===== config.mk =====
export PLATFORM = sky130hd
export DESIGN_NAME = dca_access_ctrl
export DESIGN_NICKNAME = d
export VERILOG_FILES = /design/src/rtl/dca_pkg.sv /design/src/rtl/dca_datapath.sv /design/src/rtl/dca_control.sv /design/src/rtl/dca_access_ctrl.sv
export SDC_FILE = /design/constraint.sdc
export NUM_CORES = 1
export LEC_CHECK = 0
export BUFFER_PORTS_ARGS = -buffer_cell sky130_fd_sc_hd__buf_2
export CORE_AREA = 2 2 39 41
export CTS_CLUSTER_DIAMETER = 80
export DETAILED_ROUTE_END_ITERATION = 16
export DIE_AREA = 0 0 41 43
export PLACE_DENSITY = 0.66
export RECOVER_POWER = 50
export SLEW_MARGIN = 10
export SYNTH_ARGS = -nofsm -noshare
export SYNTH_HDL_FRONTEND = slang
export SYNTH_SLANG_ARGS = --single-unit
export TNS_END_PERCENT = 50

===== constraint.sdc =====
create_clock -name clk -period 1.4 [get_ports clk]
set_input_delay 0.28 -clock clk [delete_from_list [all_inputs] [get_ports clk]]
set_output_delay 0.28 -clock clk [all_outputs]
set_load 0.005 [all_outputs]

===== src/rtl/dca_pkg.sv =====
package dca_pkg;

  typedef enum logic [2:0] {
    ST_IDLE,
    ST_WAIT_FREE,
    ST_TRANSMIT,
    ST_ABORT,
    ST_RETRY_WAIT
  } dcaState_e;

  // strobes from the control FSM to the datapath
  typedef struct packed {
    logic clrBuf;
    logic setErr;
    logic clrErr;
    logic restart;
  } dcaStrobe_t;

endpackage


===== src/rtl/dca_datapath.sv =====
module dca_datapath
  import dca_pkg::*;
#(
  parameter int CI_W       = 6,
  parameter int FREE_BIT   = 4,
  parameter int RETRY_BUFS = 2
) (
  input  logic            clk,
  input  logic            rstN,
  input  logic            frameTick,
  input  logic            useGrant,
  input  logic [CI_W-1:0] ciCh2,
  input  logic            grantIn,
  input  logic            txDone,
  input  logic            bufAdvance,
  input  logic            txBit,
  input  logic            inTx,
  input  dcaStrobe_t      strobe,
  output logic            chanFree,
  output logic            retryOk,
  output logic            donePend,
  output logic            dOut,
  output logic            dropErr,
  output logic            txRestart
);

  localparam int CNT_W = $clog2(RETRY_BUFS + 1);
  localparam logic [CNT_W-1:0] BUF_LIM = CNT_W'(RETRY_BUFS);

  logic [CNT_W-1:0] bufCnt;
  logic             doneLatch;

  // access source: busy bit in C/I field (high = collision) or grant pin
  generate
    if (FREE_BIT < CI_W) begin : g_src
      assign chanFree = useGrant ? grantIn : ~ciCh2[FREE_BIT];
    end else begin : g_grantOnly
      assign chanFree = grantIn;
    end
  endgenerate

  assign retryOk  = (bufCnt < BUF_LIM);
  assign donePend = doneLatch | (txDone & inTx);
  assign dOut     = inTx ? txBit : 1'b1;

  always_ff @(posedge clk or negedge rstN) begin
    if (!rstN) begin
      bufCnt    <= '0;
      doneLatch <= 1'b0;
      dropErr   <= 1'b0;
      txRestart <= 1'b0;
    end else begin
      if (strobe.clrBuf)
        bufCnt <= '0;
      else if (bufAdvance && inTx && retryOk)
        bufCnt <= bufCnt + 1'b1;

      doneLatch <= frameTick ? 1'b0 : donePend;

      if (strobe.setErr)
        dropErr <= 1'b1;
      else if (strobe.clrErr)
        dropErr <= 1'b0;

      txRestart <= strobe.restart;
    end
  end

endmodule


===== src/rtl/dca_control.sv =====
module dca_control
  import dca_pkg::*;
(
  input  logic       clk,
  input  logic       rstN,
  input  logic       frameTick,
  input  logic       txReq,
  input  logic       chanFree,
  input  logic       retryOk,
  input  logic       donePend,
  output dcaStrobe_t strobe,
  output logic       inTx,
  output logic       aborting
);

  dcaState_e state, stateNxt;

  always_comb begin
    stateNxt = state;
    strobe   = '0;
    if (frameTick) begin
      unique case (state)
        ST_IDLE: if (txReq) begin
          stateNxt      = ST_WAIT_FREE;
          strobe.clrErr = 1'b1;
        end
        ST_WAIT_FREE: if (chanFree) begin
          stateNxt      = ST_TRANSMIT;
          strobe.clrBuf = 1'b1;
        end
        ST_TRANSMIT: begin
          if (donePend)
            stateNxt = ST_IDLE;
          else if (!chanFree) begin
            if (retryOk)
              stateNxt = ST_ABORT;
            else begin
              stateNxt      = ST_IDLE;
              strobe.setErr = 1'b1;
            end
          end
        end
        ST_ABORT: stateNxt = ST_RETRY_WAIT;
        ST_RETRY_WAIT: if (chanFree) begin
          stateNxt       = ST_TRANSMIT;
          strobe.clrBuf  = 1'b1;
          strobe.restart = 1'b1;
        end
        default: stateNxt = ST_IDLE;
      endcase
    end
  end

  always_ff @(posedge clk or negedge rstN) begin
    if (!rstN) state <= ST_IDLE;
    else       state <= stateNxt;
  end

  assign inTx     = (state == ST_TRANSMIT);
  assign aborting = (state == ST_ABORT);

endmodule


===== src/rtl/dca_access_ctrl.sv =====
module dca_access_ctrl
  import dca_pkg::*;
#(
  parameter int CI_W       = 6,
  parameter int FREE_BIT   = 4,
  parameter int RETRY_BUFS = 2
) (
  input  logic            clk,
  input  logic            rstN,
  input  logic            frameTick,
  input  logic            useGrant,
  input  logic [CI_W-1:0] ciCh2,
  input  logic            grantIn,
  input  logic            txReq,
  input  logic            bufAdvance,
  input  logic            txDone,
  input  logic            txBit,
  output logic            dOut,
  output logic            txGo,
  output logic            txRestart,
  output logic            aborting,
  output logic            dropErr
);

  dcaStrobe_t strobe;
  logic chanFree, retryOk, donePend, inTx;

  dca_control u_ctrl (
    .clk       (clk),
    .rstN      (rstN),
    .frameTick (frameTick),
    .txReq     (txReq),
    .chanFree  (chanFree),
    .retryOk   (retryOk),
    .donePend  (donePend),
    .strobe    (strobe),
    .inTx      (inTx),
    .aborting  (aborting)
  );

  dca_datapath #(
    .CI_W       (CI_W),
    .FREE_BIT   (FREE_BIT),
    .RETRY_BUFS (RETRY_BUFS)
  ) u_dp (
    .clk        (clk),
    .rstN       (rstN),
    .frameTick  (frameTick),
    .useGrant   (useGrant),
    .ciCh2      (ciCh2),
    .grantIn    (grantIn),
    .txDone     (txDone),
    .bufAdvance (bufAdvance),
    .txBit      (txBit),
    .inTx       (inTx),
    .strobe     (strobe),
    .chanFree   (chanFree),
    .retryOk    (retryOk),
    .donePend   (donePend),
    .dOut       (dOut),
    .dropErr    (dropErr),
    .txRestart  (txRestart)
  );

  assign txGo = inTx;

endmodule


==> impl_metrics.json <==
{
  "grt_pass1_vias": 527,
  "clock_path_buffers": 2,
  "layout-drive-gt1-share_pct": 49.4,
  "synth_area_um2": 490,
  "final_cells": 97,
  "required_ns": 1.58,
  "slowest_delay_ns": 0.50,
  "fin_ws_ns": -0.0412,
  "vias_per_cell": 5.54,
  "h-tree-depth": 1,
  "p_leak_nw": 0.362,
  "cts_tree": "built",
  "die_area_mm2": 0.00176,
  "dp_hpwl_um": 867,
  "synth_fp_nets": 67,
  "synth.distinct_cells": 27,
  "nFillCells": 139,
  "yosys_warnings": 0,
  "crit_path_end_kind": "register",
  "tightest_slew_ns": 0.467,
  "fp-row-count": 14,
  "overflow": 0,
  "holdPathStages": 2,
  "cap_violations": 0,
  "nNetsFinal": 98,
  "dr_total_vias": 537,
  "r2r_start": "u_dp.bufCnt[1]",
  "finClkSkew_ns": 0.00280,
  "start_util_pct": 35.4,
  "first_iter_violations": 18,
  "die_w_um": 41,
  "diodes": 0,
  "antenna_left": 0,
  "wire_per_inst_um": 14.1,
  "crit_buf_inv": 0,
  "power_per_cell_area_mw_per_mm2": 1740,
  "violations": "setup timing",
  "regToRegSetupSlack_ns": -0.04,
  "path_clk_slew_ns": 0.06,
  "cts_root_buf": "clkbuf_4",
  "clock-sinks": 8,
  "netlist.area_leader.share_pct": 40.8,
  "synthToLayoutAreaGrowth_pct": 50.3,
  "period_minus_slack_ns": 1.44,
  "portBuffers": 14,
  "path_cells": "or4b_4 > a211o_1 > a32oi_1",
  "final_cell_mix": "12 x buf_2, 12 x buf_4, 6 x dfrtp_1, 4 x nor2_1",
  "crit_end": "u_ctrl.state[1]",
  "timing.final.max_slew_violations": 0,
  "num_io_pins": 20,
  "crit_type": "register to register",
  "r2r_cells": 3,
  "hold_viol_final": 0,
  "gp_congestion": 0.835,
  "die_h_um": 43,
  "worst-path-stages": 3,
  "crit_start": "u_dp.bufCnt[1]",
  "setup_viol": 2,
  "fmax_mhz": 694,
  "synth-seq-cells": 8,
  "grt_max_degree": 14,
  "insertion_delay_ns": 0.26,
  "status": "finished, violations left",
  "hp-class": "input port to register",
  "netlist_instances": 52,
  "seq_area_um2": 203,
  "postPlaceCellArea_um2": 613,
  "cts_made_buffers": 3,
  "rsz0062_at_grt": "yes",
  "grt_first_pass_wirelength_um": 2230,
  "drc_errors": 0,
  "synth_area_leaders": "dfrtp_1 41%, and2_1 5.1%, nor2b_1 5.1%, nand2b_1 3.8%, nor2_1 3.8%",
  "reg2reg_to": "u_ctrl.state[1]",
  "cp_slowest_cell": "or4b_4",
  "antenna_found_initial": 0,
  "multi_input_area_um2": 309,
  "fin_crit_sh_pct": 103,
  "slew-limit-headroom_pct": 68.9,
  "drt_first_pass_iters": 4,
  "grtUsageTotal_pct": 19.2,
  "dp.cells": 86,
  "synth.avg_cell_area_um2": 9.43,
  "crit_path_start_kind": "register",
  "seq_area_frac_synth_pct": 40.8,
  "core-area_mm2": 0.00138,
  "cp.arrival_ns": 1.62,
  "synth_area_leader_cell": "dfrtp_1",
  "stdcell_area_um2": 737,
  "totalWireLength_um": 1370,
  "path_delay_family": "simple AND/OR/NAND/NOR gates",
  "ir_drop_mv": 0.800,
  "crit_fanout": 2
}
worst min path at each step:
stage / start / endpoint / slack (ns)
global route: frameTick / u_dp.doneLatch / 0.31
floorplan: rstN / u_ctrl.state[0] / -0.02
finish: frameTick / u_dp.doneLatch / 0.29
CTS: frameTick / u_dp.doneLatch / 0.29
global placement: rstN / u_dp.txRestart / 0.14
detailed placement: rstN / u_dp.txRestart / 0.14
cell type report:
type,instances,share of cell area (%)
flip-flops and latches,8,27.5
repair buffers,27,23.8
clock buffers,3,3.06
well taps,16,2.72
inverters,2,1.02
multi-input cells,41,41.9
worst register-to-register path, cell delays in order, from the launching register on:
cell and delay, ns:
dfrtp_1 0.40, or4b_4 0.50, a211o_1 0.27, a32oi_1 0.20
state kept, by name, summed over array words and instances, names as in the netlist:
signal / flops
u_dp.txRestart: 1
u_dp.dropErr: 1
u_dp.doneLatch: 1
u_ctrl.state: 3
u_dp.bufCnt: 2
Yosys cell counts, drive strengths merged:
library cell	count
a32oi	1
a221oi	1
a41o	1
o21ai	3
a211o	1
or3	1
and2	4
nand4bb	1
or4b	1
nor2	5
a21oi	2
buf	1
nand2	1
and3b	1
o221a	1
or2	1
o41ai	2
nor3b	1
o21a	1
a22o	1
nand2b	3
a31o	1
a41oi	1
dfrtp	8
nor2b	4
a31oi	2
inv	2
stage by stage:
step	power (mW)	util [%]	setup WS [ns]	hold slack [ns]	TNS, ns
6_report	1.28	53.3	-0.0412	0.291	-0.0798
5_1_grt	1.37	53.3	-0.0847	0.308	-0.196
4_1_cts	1.22	52.0	-0.0469	0.285	-0.0968
3_5_place_dp	0.861	44.3	-0.113	0.138	-0.113
3_3_place_gp	0.856	44.3	-0.106	0.136	-0.106
2_1_floorplan	0.665	-	0.0186	-0.0156	0
cell families after synthesis:
family | Yosys count | share of synthesized area [%]
buffers and inverters | 3 | 2.55
AOI/OAI and AO/OA | 18 | 27.8
and+or+nand+nor | 23 | 28.8
DFF | 8 | 40.8
power by group:
| group | internal [mW] | switching, mW |
|---|---|---|
| logic | 0.408 | 0.298 |
| registers | 0.308 | 0.0798 |
| clock network | 0.0988 | 0.0890 |
| total | 0.815 | 0.467 |
per-layer routing:
layer,GRT usage [%],vias to the layer above,wire (um)
met1,25.9,265,622
met3,3.14,5,51
li1,-,256,-
met5,0,-,0
met4,12.0,0,37
met2,27.2,11,660
what timing repair did:
| item | 4_1_cts | 5_1_grt |
|---|---|---|
| hold buffers | 1 | 0 |
| gates resized for setup | 7 | 5 |
| setup endpoints to repair | 4 | 6 |
| gates cloned | 0 | 0 |
| endpoints found under the hold margin | 8 | 0 |
| setup buffers | 7 | 0 |
| pin swaps | 1 | 2 |
(Power assumes the default switching activity.)
